[src/rtl/irq_agg_pkg.sv]
package irq_agg_pkg;
  localparam int unsigned REG_AW = 12;
  localparam logic [REG_AW-1:0] OFS_TARGET = 12'h004;
  localparam logic [REG_AW-1:0] OFS_REQ    = 12'h00C;
  localparam logic [REG_AW-1:0] OFS_MASK   = 12'h018;
  localparam logic [REG_AW-1:0] OFS_CHG    = 12'h01C;
  localparam logic [REG_AW-1:0] OFS_CTRL   = 12'h024;
  localparam logic [REG_AW-1:0] OFS_LEVEL  = 12'h028;
endpackage

[src/rtl/irq_sync.sv]
module irq_sync #(
  parameter int unsigned WIDTH  = 11,
  parameter int unsigned STAGES = 2
) (
  input  logic             clk,
  input  logic             rst_n,
  input  logic [WIDTH-1:0] d_async,
  output logic [WIDTH-1:0] q_sync
);
  logic [WIDTH-1:0] chain [STAGES];

  for (genvar s = 0; s < STAGES; s++) begin : g_stage
    always_ff @(posedge clk) begin
      if (!rst_n)      chain[s] <= '0;
      else if (s == 0) chain[s] <= d_async;
      else             chain[s] <= chain[(s == 0) ? 0 : s-1];
    end
  end

  assign q_sync = chain[STAGES-1];
endmodule

[src/rtl/irq_latch.sv]
module irq_latch #(
  parameter int unsigned          WIDTH = 11,
  parameter logic [WIDTH-1:0]     IMPL  = 11'h5FF
) (
  input  logic             clk,
  input  logic             rst_n,
  input  logic [WIDTH-1:0] level_in,
  input  logic [WIDTH-1:0] enable,
  input  logic             clr_req,
  input  logic             clr_chg,
  output logic [WIDTH-1:0] req_q,
  output logic [WIDTH-1:0] chg_q,
  output logic [WIDTH-1:0] level_q,
  output logic             new_req
);
  logic [WIDTH-1:0] prev_q;
  logic [WIDTH-1:0] edge_v;
  logic [WIDTH-1:0] hit_v;

  assign level_q = level_in & IMPL;
  assign edge_v  = (level_in ^ prev_q) & IMPL;
  assign hit_v   = edge_v & enable;
  assign new_req = |hit_v;

  always_ff @(posedge clk) begin
    if (!rst_n) begin
      prev_q <= '0;
      req_q  <= '0;
      chg_q  <= '0;
    end else begin
      prev_q <= level_in;
      req_q  <= (clr_req ? '0 : req_q) | hit_v;
      chg_q  <= (clr_chg ? '0 : chg_q) | edge_v;
    end
  end
endmodule

[src/rtl/irq_msg_gen.sv]
module irq_msg_gen #(
  parameter int unsigned DATA_BITS = 5
) (
  input  logic        clk,
  input  logic        rst_n,
  input  logic        new_req,
  input  logic        target_set,
  input  logic        deliver_en,
  input  logic [31:0] target_word,
  output logic        msg_valid,
  input  logic        msg_ready,
  output logic [31:0] msg_addr,
  output logic [31:0] msg_data
);
  localparam logic [31:0] DATA_MASK = (32'h1 << DATA_BITS) - 32'h1;

  logic owed_q;
  logic launch;

  assign launch = !msg_valid && (owed_q || new_req) && target_set && deliver_en;

  always_ff @(posedge clk) begin
    if (!rst_n) begin
      msg_valid <= 1'b0;
      owed_q    <= 1'b0;
      msg_addr  <= '0;
      msg_data  <= '0;
    end else begin
      if (launch) begin
        msg_valid <= 1'b1;
        owed_q    <= 1'b0;
        msg_addr  <= target_word & ~DATA_MASK;
        msg_data  <= target_word & DATA_MASK;
      end else begin
        if (msg_valid && msg_ready) msg_valid <= 1'b0;
        if (new_req) owed_q <= 1'b1;
      end
    end
  end
endmodule

[src/rtl/irq_msg_agg.sv]
module irq_msg_agg
  import irq_agg_pkg::*;
#(
  parameter int unsigned              NUM_LINES   = 11,
  parameter logic [NUM_LINES-1:0]     IMPL_MASK   = 11'h5FF,
  parameter int unsigned              SYNC_STAGES = 2,
  parameter int unsigned              DATA_BITS   = 5
) (
  input  logic                 clk,
  input  logic                 rst_n,
  input  logic [NUM_LINES-1:0] irq_lines,
  input  logic                 reg_wr,
  input  logic                 reg_rd,
  input  logic [REG_AW-1:0]    reg_addr,
  input  logic [31:0]          reg_wdata,
  output logic [31:0]          reg_rdata,
  output logic                 msg_valid,
  input  logic                 msg_ready,
  output logic [31:0]          msg_addr,
  output logic [31:0]          msg_data
);
  localparam int unsigned PAD = 32 - NUM_LINES;

  logic [NUM_LINES-1:0] lvl_sync, mask_q, req_q, chg_q, level_q;
  logic [31:0]          target_q;
  logic                 target_set, ctrl_en, new_req;
  logic                 rd_req, rd_chg;

  assign rd_req = reg_rd && (reg_addr == OFS_REQ);
  assign rd_chg = reg_rd && (reg_addr == OFS_CHG);

  irq_sync #(.WIDTH(NUM_LINES), .STAGES(SYNC_STAGES)) u_sync (
    .clk(clk), .rst_n(rst_n), .d_async(irq_lines), .q_sync(lvl_sync)
  );

  irq_latch #(.WIDTH(NUM_LINES), .IMPL(IMPL_MASK)) u_latch (
    .clk(clk), .rst_n(rst_n), .level_in(lvl_sync), .enable(mask_q),
    .clr_req(rd_req), .clr_chg(rd_chg), .req_q(req_q), .chg_q(chg_q),
    .level_q(level_q), .new_req(new_req)
  );

  irq_msg_gen #(.DATA_BITS(DATA_BITS)) u_msg (
    .clk(clk), .rst_n(rst_n), .new_req(new_req), .target_set(target_set),
    .deliver_en(ctrl_en), .target_word(target_q), .msg_valid(msg_valid),
    .msg_ready(msg_ready), .msg_addr(msg_addr), .msg_data(msg_data)
  );

  always_ff @(posedge clk) begin
    if (!rst_n) begin
      mask_q     <= '0;
      target_q   <= '0;
      target_set <= 1'b0;
      ctrl_en    <= 1'b1;
    end else if (reg_wr) begin
      case (reg_addr)
        OFS_TARGET: begin target_q <= reg_wdata; target_set <= 1'b1; end
        OFS_MASK:   mask_q  <= reg_wdata[NUM_LINES-1:0];
        OFS_CTRL:   ctrl_en <= reg_wdata[0];
        default: ;
      endcase
    end
  end

  always_ff @(posedge clk) begin
    if (!rst_n) reg_rdata <= '0;
    else if (reg_rd) begin
      case (reg_addr)
        OFS_TARGET: reg_rdata <= target_q;
        OFS_REQ:    reg_rdata <= {{PAD{1'b0}}, req_q};
        OFS_MASK:   reg_rdata <= {{PAD{1'b0}}, mask_q};
        OFS_CHG:    reg_rdata <= {{PAD{1'b0}}, chg_q};
        OFS_CTRL:   reg_rdata <= {31'd0, ctrl_en};
        OFS_LEVEL:  reg_rdata <= {{PAD{1'b0}}, level_q};
        default:    reg_rdata <= '0;
      endcase
    end
  end
endmodule

[config.mk]
export PLATFORM = sky130hd
export DESIGN_NAME = irq_msg_agg
export DESIGN_NICKNAME = d
export VERILOG_FILES = /design/src/rtl/irq_agg_pkg.sv /design/src/rtl/irq_sync.sv /design/src/rtl/irq_latch.sv /design/src/rtl/irq_msg_gen.sv /design/src/rtl/irq_msg_agg.sv
export SDC_FILE = /design/constraint.sdc
export NUM_CORES = 1
export LEC_CHECK = 0
export BUFFER_PORTS_ARGS = -buffer_cell sky130_fd_sc_hd__buf_2
export CELL_PAD_IN_SITES_DETAIL_PLACEMENT = 0
export CELL_PAD_IN_SITES_GLOBAL_PLACEMENT = 2
export CORE_MARGIN = 5
export CORE_UTILIZATION = 36
export DETAILED_ROUTE_END_ITERATION = 12
export PLACE_DENSITY = 0.82
export SYNTH_ARGS = -nofsm -noshare
export SYNTH_HDL_FRONTEND = slang
export SYNTH_SLANG_ARGS = --single-unit
[constraint.sdc]
create_clock -name clk -period 2.53 [get_ports clk]
set_input_delay 0.1265 -clock clk [delete_from_list [all_inputs] [get_ports clk]]
set_output_delay 0.1265 -clock clk [all_outputs]
set_load 0.02 [all_outputs]
==> run metrics, run 1 <==
largest cells by area after synthesis=dfxtp_1 45%, nor2b_1 9.0%, nand4_1 8.5%; CTS tree=built; Power Dens Cells=just over 600 mW/mm2; clock slew at reported path FFs=roughly 0.060 ns; fin worst setup slack=a little under 0.6 ns; initial antenna violation count=0; CP Cell Sequence=xor2_1, a22oi_1, and4_2, buf_4, nand4b_1, nand4_1; Synth Area in XOR/XNOR=1.21%; run status=finished clean; deepest clock path buffer count=2; first-pass GRT wire length=30800 um; largest net degree at the start of global routing=103; static leakage=3.78 nW; clock latency at the later pin of the worst-skew pair=0.42 ns; worst hold path type=in -> reg; via count=6048; Clock Skews=0.0101 ns; port buffer count=between 100 and 150; Post-DP HPWL=about 13000 um; sequential-to-total area share from yosys stat=around 45%; final hold viol count=0; drt total wl=between 15000 and 20000 um; post-route DRC violation count=0; worst hold slack=around 0.013 ns; Slew Viols, Final=0; Startpoint Class=flip-flop; CORE AREA=0.0197 mm2; Critical R2R Launch=u_sync.chain[1][1]; area leader, netlist=dfxtp_1; Arrival @ worst endpoint=2.25 ns; Yosys reg bits=161; CTS buffer count=17; fin nets=just under 1000; Post-Synth Simple-Gate Area=29.9%; WP data required=approximately 2.8 ns; Netlist cell types=38; post-synthesis mux area share=9.01%; largest family of logic cells by synthesized area=simple AND/OR/NAND/NOR gates; DRT iter0 DRCs=approximately 310; VDD IR-drop max=roughly 0.42 mV; Yosys top cell area share=around 45%; Slew @ Worst Pin=0.688 ns; final worst path period need=roughly 2.0 ns; I/O pin cnt=about 160; Pwr Total=5.59 mW; CP max stage delay=between 0.4 and 0.5 ns; Max-slew headroom=54.2%; Sw Ratio=21.3%; vias per std cell=5.12; vias in the first global route=about 5500; clock network power share=between 40% and 50%; Warnings, synthesis=0; Psw=between 1 and 1.5 mW; Die Y=152 um; Post-DRT Antenna Nets=0; P_int=4.40 mW; RSZ-0062 raised after global routing=no; max-cap violation count=0; Sequential Power Share=~46%; post-layout util=45.7%; drt wl/cell=16.9 um; Synth Area in Compound Gates=7.40%; cts-stage hold buffer count=41; Mean Syn Cell Area=9.34 um2; Ant. Diodes=0; layout cells sized above 1=20.3%; setup TNS=0 ns; Initial Utilization=36.8%; area grow syn2layout=24.1%; synthesized cell area=0.00724 mm2; DR pass1 iterations=5; Site Rows=51; cells after synthesis=775; crit-path max FO=24; CTS resizes=0; final RePlAce weighted congestion=0.767; die area=0.0230 mm2; grt ovf=0; Root Driver=clkbuf_16; Combinational Power Share=5.8%; pre-CTS setup slack=0.593 ns; Hold Startpoint=reg_wdata[7]; CTS sink cnt=161; commonest non-fill, non-tap cell in the layout=dfxtp_1; nature of the critical path endpoint=flip-flop; most frequent cells in the layout=161 x dfxtp_1, 122 x buf_2, 104 x nor2b_1, 98 x nand4_1, 55 x mux2i_1; maximum clock frequency=roughly 0.5 GHz; Die Wd=152 um; worst setup path start=u_sync.chain[1][1]; Setup Crit Path Kind=reg -> reg; H-tree Lvls=4; Tot GR Track Use=between 10% and 20%; Setup Fix Bufs, Post-CTS=0; CP max stage cell=and4_2; Final Setup Violations=0; Adder-Cell Fraction of Synth Area=0%; Final Cycle Share=77.1%
[power by group through the flow]
stage	clock [mW]	sequential, mW	combinational [mW]
finish	2.69	2.58	0.324
global route	2.85	2.58	0.353
CTS	2.75	2.58	0.325
detailed placement	0	2.64	0.275
global placement	0	2.64	0.275
floorplan	0	2.64	0.217
[layout make-up]
| cell class | count | area (um2) |
|---|---|---|
| sequential | 161 | 3220 |
| timing repair buffer | 185 | 1240 |
| clock buffer | 25 | 515 |
| clock inverter | 4 | 97.6 |
| multi-input combinational | 538 | 3570 |
| tap | 265 | 332 |
| inverter | 3 | 11.3 |
| fill | 2007 | 10700 |
[layer usage]
layer,vias to the layer above,share of wire [%],GRT usage [%]
met5,-,0,0
met4,0,1.0,4.27
met3,13,4.8,3.87
met2,134,46,26.5
met1,2913,48,24.3
li1,2988,-,-
[cell usage after synthesis]
cell,number
a21boi_0,4
a21o_1,1
a21oi_1,36
a22oi_1,19
a31oi_1,1
a32oi_1,1
and2_1,30
and2b_1,1
and3_1,4
and4_1,1
buf_1,6
buf_2,13
buf_4,32
buf_6,5
clkbuf_1,48
conb_1,1
dfxtp_1,161
inv_1,3
mux2_2,9
mux2i_1,55
nand2_1,21
nand2b_1,1
nand3_1,36
nand3b_1,2
nand4_1,98
nand4b_1,32
nor2_1,4
nor2b_1,104
nor3_1,2
nor3b_1,3
nor4_2,2
nor4bb_1,1
o21a_1,1
o21ai_0,13
o2bb2ai_1,10
or2_1,1
or3_1,3
xor2_1,10
[through the flow]
| stage | area [um2] | cells |
|---|---|---|
| floorplan | 7350 | 806 |
| CTS | 8990 | 1181 |
| global route | 8990 | 1181 |
| detailed placement | 7960 | 1111 |
| global placement | 7960 | 1111 |
| finish | 8990 | 1181 |
[kinds of logic (layout without fill, tap and decap cells)]
logic type,Yosys count,after routing
xor gates and xnor gates,10,10
AOI/OAI and AO/OA,86,86
other,1,32
buffers and inverters,107,217
DFF,161,161
and+or+nand+nor,346,346
muxes,64,64
[sequential cells by signal (all words and copies together) (netlist names)]
signal and count:
ctrl_en 1, mask_q 11, reg_rdata 32, target_q 32
target_set 1, u_latch.chg_q 10, u_latch.prev_q 10, u_latch.req_q 10
u_msg.msg_addr 27, u_msg.msg_data 5, u_msg.msg_valid 1, u_msg.owed_q 1
u_sync.chain 20
[worst max-delay path, delay by kind of cell (launching register included)]
| kind | cells | cell delay (ns) |
|---|---|---|
| buffers and inverters | 1 | 0.32 |
| flip-flops | 1 | 0.33 |
| XOR/XNOR | 1 | 0.19 |
| AO/OA/AOI/OAI | 1 | 0.26 |
| AND/OR/NAND/NOR | 3 | 0.72 |
[final timing paths]
path / depth (start not counted) / endpoint / slack (ns)
min: 3 / target_q[7] / 0.01
max reg2reg: 6 / u_msg.msg_addr[19] / 0.58
max: 6 / u_msg.msg_addr[19] / 0.58
min reg2reg: 1 / u_sync.chain[1][4] / 0.43
No activity file was read; power rests on OpenSTA's default activity.
==> run 2: changes to the inputs <==
--- a/config.mk
+++ b/config.mk
@@ -9,9 +9,9 @@
 export CELL_PAD_IN_SITES_DETAIL_PLACEMENT = 0
 export CELL_PAD_IN_SITES_GLOBAL_PLACEMENT = 2
 export CORE_MARGIN = 5
-export CORE_UTILIZATION = 36
+export CORE_UTILIZATION = 30
 export DETAILED_ROUTE_END_ITERATION = 12
-export PLACE_DENSITY = 0.82
+export PLACE_DENSITY = 0.72
 export SYNTH_ARGS = -nofsm -noshare
 export SYNTH_HDL_FRONTEND = slang
 export SYNTH_SLANG_ARGS = --single-unit
==> constraint.sdc (replaced) <==
create_clock -name clk -period 1.7 [get_ports clk]
set_input_delay 0.085 -clock clk [delete_from_list [all_inputs] [get_ports clk]]
set_output_delay 0.085 -clock clk [all_outputs]
set_load 0.02 [all_outputs]
==> run metrics, run 2 (synthesis results as in run 1) <==
run status=finished clean; Power Dens Cells=881 mW/mm2 (+41%); maximum clock frequency=0.597 GHz (+17%); grt ovf=0 (unchanged); crit-path max FO=16 (-33%); Site Rows=56 (+9.8%); largest net degree at the start of global routing=93 (-9.7%); Post-Layout Cell Count=1273 (+7.8%); VDD IR-drop max=0.529 mV (+26%); Sequential Power Share=45.9% (-0.3 points); Slew @ Worst Pin=1.04 ns (+0.352 ns); placed cell areas=0.00830 mm2 (+4.2%); CTS sink cnt=161 (unchanged); Reg-to-Reg End=u_msg.msg_addr[16]; Root Driver=clkbuf_16; Setup Crit Path Kind=reg -> reg; worst setup path endpoint=u_msg.msg_addr[16]; port buffer count=123 (unchanged); worst hold path type=in -> reg; nature of the critical path endpoint=flip-flop; Final Setup Violations=0 (unchanged); clock latency at the later pin of the worst-skew pair=0.42 ns (about the same); area grow syn2layout=31.4%; drt wl/cell=17.1 um (+1.5%); vias per std cell=4.88 (-4.8%); Post-DP HPWL=14200 um (+11%); CTS tree=built; most frequent cells in the layout=157 x dfxtp_1, 122 x buf_2, 104 x nor2b_1, 98 x nand4_1, 55 x mux2i_1; drt total wl=21800 um (+9.4%); via count=6208 (+2.6%); DRT iter0 DRCs=410 (+32%); Psw=1.92 mW (+61%); H-tree Lvls=4 (unchanged); first-pass GRT wire length=32900 um (+6.9%); CP max stage delay=0.41 ns (-0.08 ns); Arrival @ worst endpoint=1.98 ns (-0.27 ns); static leakage=4.00 nW (+5.8%); Post-DRT Antenna Nets=0 (unchanged); CP max stage cell=and4_4; commonest non-fill, non-tap cell in the layout=dfxtp_1; Multi-input gate area=0.00361 mm2 (+1.2%); Slew Viols, Final=0 (unchanged); Reg area=0.00323 mm2 (+0.23%); Filler cells=2379 (+19%); die area=0.0273 mm2 (+19%); clock slew at reported path FFs=0.07 ns (about the same); pre-CTS setup slack=-0.00911 ns (-0.602 ns); top flop regs=reg_rdata (32), target_q (32), u_msg.msg_addr (27); Initial Utilization=30.7% (-6.2 points); fin nets=1001 (+3.6%); DR pass1 iterations=5 (unchanged); Pwr Total=8.38 mW (+50%); Max-slew headroom=30.6% (-24 points); final RePlAce weighted congestion=0.784 (+2.2%); CORE AREA=0.0236 mm2 (+20%); layout cells sized above 1=24.1% (+3.8 points); deepest clock path buffer count=2 (unchanged); Combinational Power Share=6.3% (+0.5 points); initial antenna violation count=0 (unchanged); Ant. Diodes=0 (unchanged); Setup Fix Bufs, Post-CTS=0 (unchanged); CP Cell Sequence=xor2_1, a21oi_1, and4_4, clkbuf_16, nand4b_1, nand4_1; Critical R2R Launch=u_sync.chain[1][6]; Sw Ratio=22.9% (+1.6 points); Die Y=165 um (+8.9%); post-layout util=40.3% (-5.4 points); vias in the first global route=5773 (+4.1%); fin worst setup slack=0.0260 ns (-0.554 ns); Tot GR Track Use=15.4% (-1.8 points); I/O pin cnt=157 (unchanged); Final Cell Area=0.00951 mm2 (+5.8%); clock network power share=47.9% (about the same); final worst path period need=1.67 ns (-0.276 ns); max-cap violation count=0 (unchanged); Die Wd=165 um (+8.9%); post-route DRC violation count=0 (unchanged); final hold viol count=0 (unchanged); r2r setup slk=0.03 ns (-0.55 ns); CTS buffer count=17 (unchanged); Final Cycle Share=98.5% (+21 points); Clock Skews=0.0118 ns (+0.00178 ns); WP data required=2.01 ns (-0.82 ns); Startpoint Class=flip-flop; worst hold slack=0.146 ns (+0.133 ns); Reg2Reg Depth=6 (unchanged); setup TNS=0 ns (unchanged); P_int=6.46 mW (+47%); worst setup path start=u_sync.chain[1][6]; Post-Place Cells=1192 (+7.3%)
[run 2: changes by cell type in the layout (fill, tap and decap cells not counted), moves of 3 or more]
| cell | change |
|---|---|
| clkbuf_8 | -4 |
| clkbuf_16 | +4 |
| buf_12 | +5 |
| a22oi_1 | -3 |
| clkinvlp_4 | +4 |
| dfxtp_2 | +3 |
| dlygate4sd3_1 | +3 |
| a22oi_2 | +3 |
| buf_4 | +22 |
| dfxtp_1 | -4 |
[run 2: layout make-up]
class	instances	share of cell area, %
inverter	3	0.118
tap	319	4.20
multi-input combinational	538	38.0
sequential	161	34.0
clock buffer	21	4.84
timing repair buffer	220	17.3
clock inverter	11	1.62
[run 2: power groups by stage]
stage	Sequential [mW]	Combinational (mW)	Clock, mW
3_5_place_dp	3.93	0.443	0
4_1_cts	3.84	0.522	4.12
6_report	3.84	0.525	4.01
5_1_grt	3.85	0.574	4.28
3_3_place_gp	3.93	0.445	0
2_1_floorplan	3.92	0.323	0
[run 2: worst min-delay path by stage]
stage | start | end | slack [ns] | cells after the start
4_1_cts | rst_n | ctrl_en | 0.13 | 3
3_3_place_gp | irq_lines[10] | u_sync.chain[0][10] | 0.29 | 2
3_5_place_dp | irq_lines[0] | u_sync.chain[0][0] | 0.29 | 2
5_1_grt | rst_n | ctrl_en | 0.16 | 3
2_1_floorplan | reg_wdata[0] | ctrl_en | 0.21 | 2
6_report | rst_n | ctrl_en | 0.15 | 3
[run 2: layer usage]
layer | share of wire [%] | global-route usage [%]
met1 | 48 | 22.2
met3 | 5.2 | 3.23
met5 | 0 | 0
met4 | 0.89 | 3.79
met2 | 45 | 23.5
[run 2: critical path, delay by kind of cell, from the launching register on]
family	cells	cell delay (ns)
AO/OA/AOI/OAI	1	0.22
flip-flops	1	0.34
buffers and inverters	1	0.23
AND/OR/NAND/NOR	3	0.60
XOR/XNOR	1	0.18
[run 2: repair_timing]
item,CTS,global route
hold endpoints to repair,56,0
gates resized for setup,0,12
endpoints found under the setup margin,0,33
hold buffers,44,0
==> run 3: changes to the inputs <==
--- a/config.mk
+++ b/config.mk
@@ -8,7 +8,7 @@
 export BUFFER_PORTS_ARGS = -buffer_cell sky130_fd_sc_hd__buf_2
 export CELL_PAD_IN_SITES_DETAIL_PLACEMENT = 0
 export CELL_PAD_IN_SITES_GLOBAL_PLACEMENT = 2
-export CORE_MARGIN = 5
+export CORE_MARGIN = 2
 export CORE_UTILIZATION = 30
 export DETAILED_ROUTE_END_ITERATION = 12
 export PLACE_DENSITY = 0.72
==> run metrics, run 3 (synthesis results as in run 1) <==
deepest clock path buffer count=2 (unchanged); initial antenna violation count=0 (unchanged); Final Cycle Share=94.1% (-4.4 points); grt ovf=0 (unchanged); Post-DP HPWL=13800 um (-3.2%); via count=6130 (-1.3%); fin nets=996 (-0.50%); Max-slew headroom=21.4% (-9.1 points); CTS tree=built; H-tree Lvls=4 (unchanged); final hold viol count=0 (unchanged); area grow syn2layout=29.2%; post-route DRC violation count=0 (unchanged); die area=0.0254 mm2 (-7.1%); DRT iter0 DRCs=376 (-8.3%); port buffer count=123 (unchanged); Setup Fix Bufs, Post-CTS=0 (unchanged); vias in the first global route=5787 (+0.24%); clock latency at the later pin of the worst-skew pair=0.42 ns (about the same); RSZ-0062 raised after global routing=yes; drt wl/cell=16.2 um (-5.2%); final RePlAce weighted congestion=0.819 (+4.6%); Site Rows=56 (unchanged); drt total wl=20500 um (-5.6%); worst hold slack=0.111 ns (-0.0344 ns); Post-Place Cells=1193 (+0.084%); CTS buffer count=17 (unchanged); Post-DRT Antenna Nets=0 (unchanged); Final Setup Violations=0 (unchanged); maximum clock frequency=0.625 GHz (+4.6%); I/O pin cnt=157 (unchanged); crit-path max FO=30 (+14); CTS sink cnt=161 (unchanged); vias per std cell=4.84 (-0.79%); Power Dens Cells=903 mW/mm2 (+2.5%); Slew @ Worst Pin=1.18 ns (+0.136 ns); Initial Utilization=30.7% (unchanged); largest net degree at the start of global routing=142 (+53%); final worst path period need=1.60 ns (-0.0740 ns); Tot GR Track Use=16.3% (+0.90 points); first-pass GRT wire length=32800 um (-0.19%); run status=finished clean; top flop regs=reg_rdata (32), target_q (32), u_msg.msg_addr (27); Startpoint Class=flip-flop; layout cells sized above 1=23.0% (-1.1 points); static leakage=3.95 nW (-1.3%); max-cap violation count=0 (unchanged); Ant. Diodes=0 (unchanged); clock slew at reported path FFs=0.06 ns (about the same); Die Y=159 um (-3.6%); Post-Layout Cell Count=1267 (-0.47%); Root Driver=clkbuf_16; worst hold path type=in -> reg; Die Wd=159 um (-3.6%); Setup Crit Path Kind=reg -> reg; Clock Skews=0.00780 ns (-0.00404 ns); most frequent cells in the layout=161 x dfxtp_1, 122 x buf_2, 104 x nor2b_1, 98 x nand4_1, 55 x mux2i_1; nature of the critical path endpoint=flip-flop; WP data required=2.02 ns (about the same); VDD IR-drop max=0.453 mV (-14%); commonest non-fill, non-tap cell in the layout=dfxtp_1; DR pass1 iterations=7 (+2); CORE AREA=0.0236 mm2 (unchanged); Slew Viols, Final=0 (unchanged); Arrival @ worst endpoint=1.92 ns (-0.06 ns)
## run 3: area by class of cell
cell class / count / area (um2)
clock buffers: 21 / 460
flip-flops and latches: 161 / 3220
repair buffers: 215 / 1520
inverters: 3 / 11.3
fillers: 2425 / 14300
clock inverters: 10 / 159
multi-input cells: 538 / 3580
well taps: 319 / 399
## run 3: timing repair
action,4_1_cts,5_1_grt
endpoints found under the hold margin,55,0
setup endpoints to repair,0,33
hold buffers,43,0
resized for setup,0,3
## run 3: layer usage
metal  vias to the layer above  GRT usage [%]  routed length (um)
met1                      2895           22.7                9910
met5                         -              0                   0
met4                         0           5.58                 384
li1                       3053              -                   -
met2                       160           25.4                9410
met3                        22           2.92                 845
## run 3: worst paths after layout
check | to | slack, ns | from | cells past startpoint
worst max-delay path | u_msg.msg_valid | 0.1 | u_sync.chain[1][6] | 6
worst min-delay path | u_msg.owed_q | 0.11 | rst_n | 4
worst max register to register | u_msg.msg_valid | 0.1 | u_sync.chain[1][6] | 6
worst min register to register | u_sync.chain[1][0] | 0.43 | u_sync.chain[0][0] | 1
## run 3: worst max-delay path, cell delays in order (launching register included)
cell and delay, ns:
dfxtp_1 0.35, xor2_1 0.18, a21oi_1 0.22, and4_4 0.31, buf_12 0.18, a21oi_1 0.08, o21a_1 0.18
## run 3: power by group
group	switching, mW	internal, mW	total [mW]
registers	0.0225	3.82	3.84
logic	0.283	0.235	0.518
clock network	1.56	2.52	4.08
total	1.86	6.58	8.44
## run 3: stage by stage
step	util, %	power (mW)	TNS [ns]	instance area (um2)	worst slack, ns
5_1_grt	39.6	8.77	-0.000669	9350	-0.000489
4_1_cts	39.6	8.56	0	9340	0.0234
3_3_place_gp	35.1	4.37	-0.140	8290	-0.0390
6_report	39.6	8.44	0	9350	0.100
3_5_place_dp	35.1	4.37	0	8290	0.0252
2_1_floorplan	-	4.25	0	7350	0.174
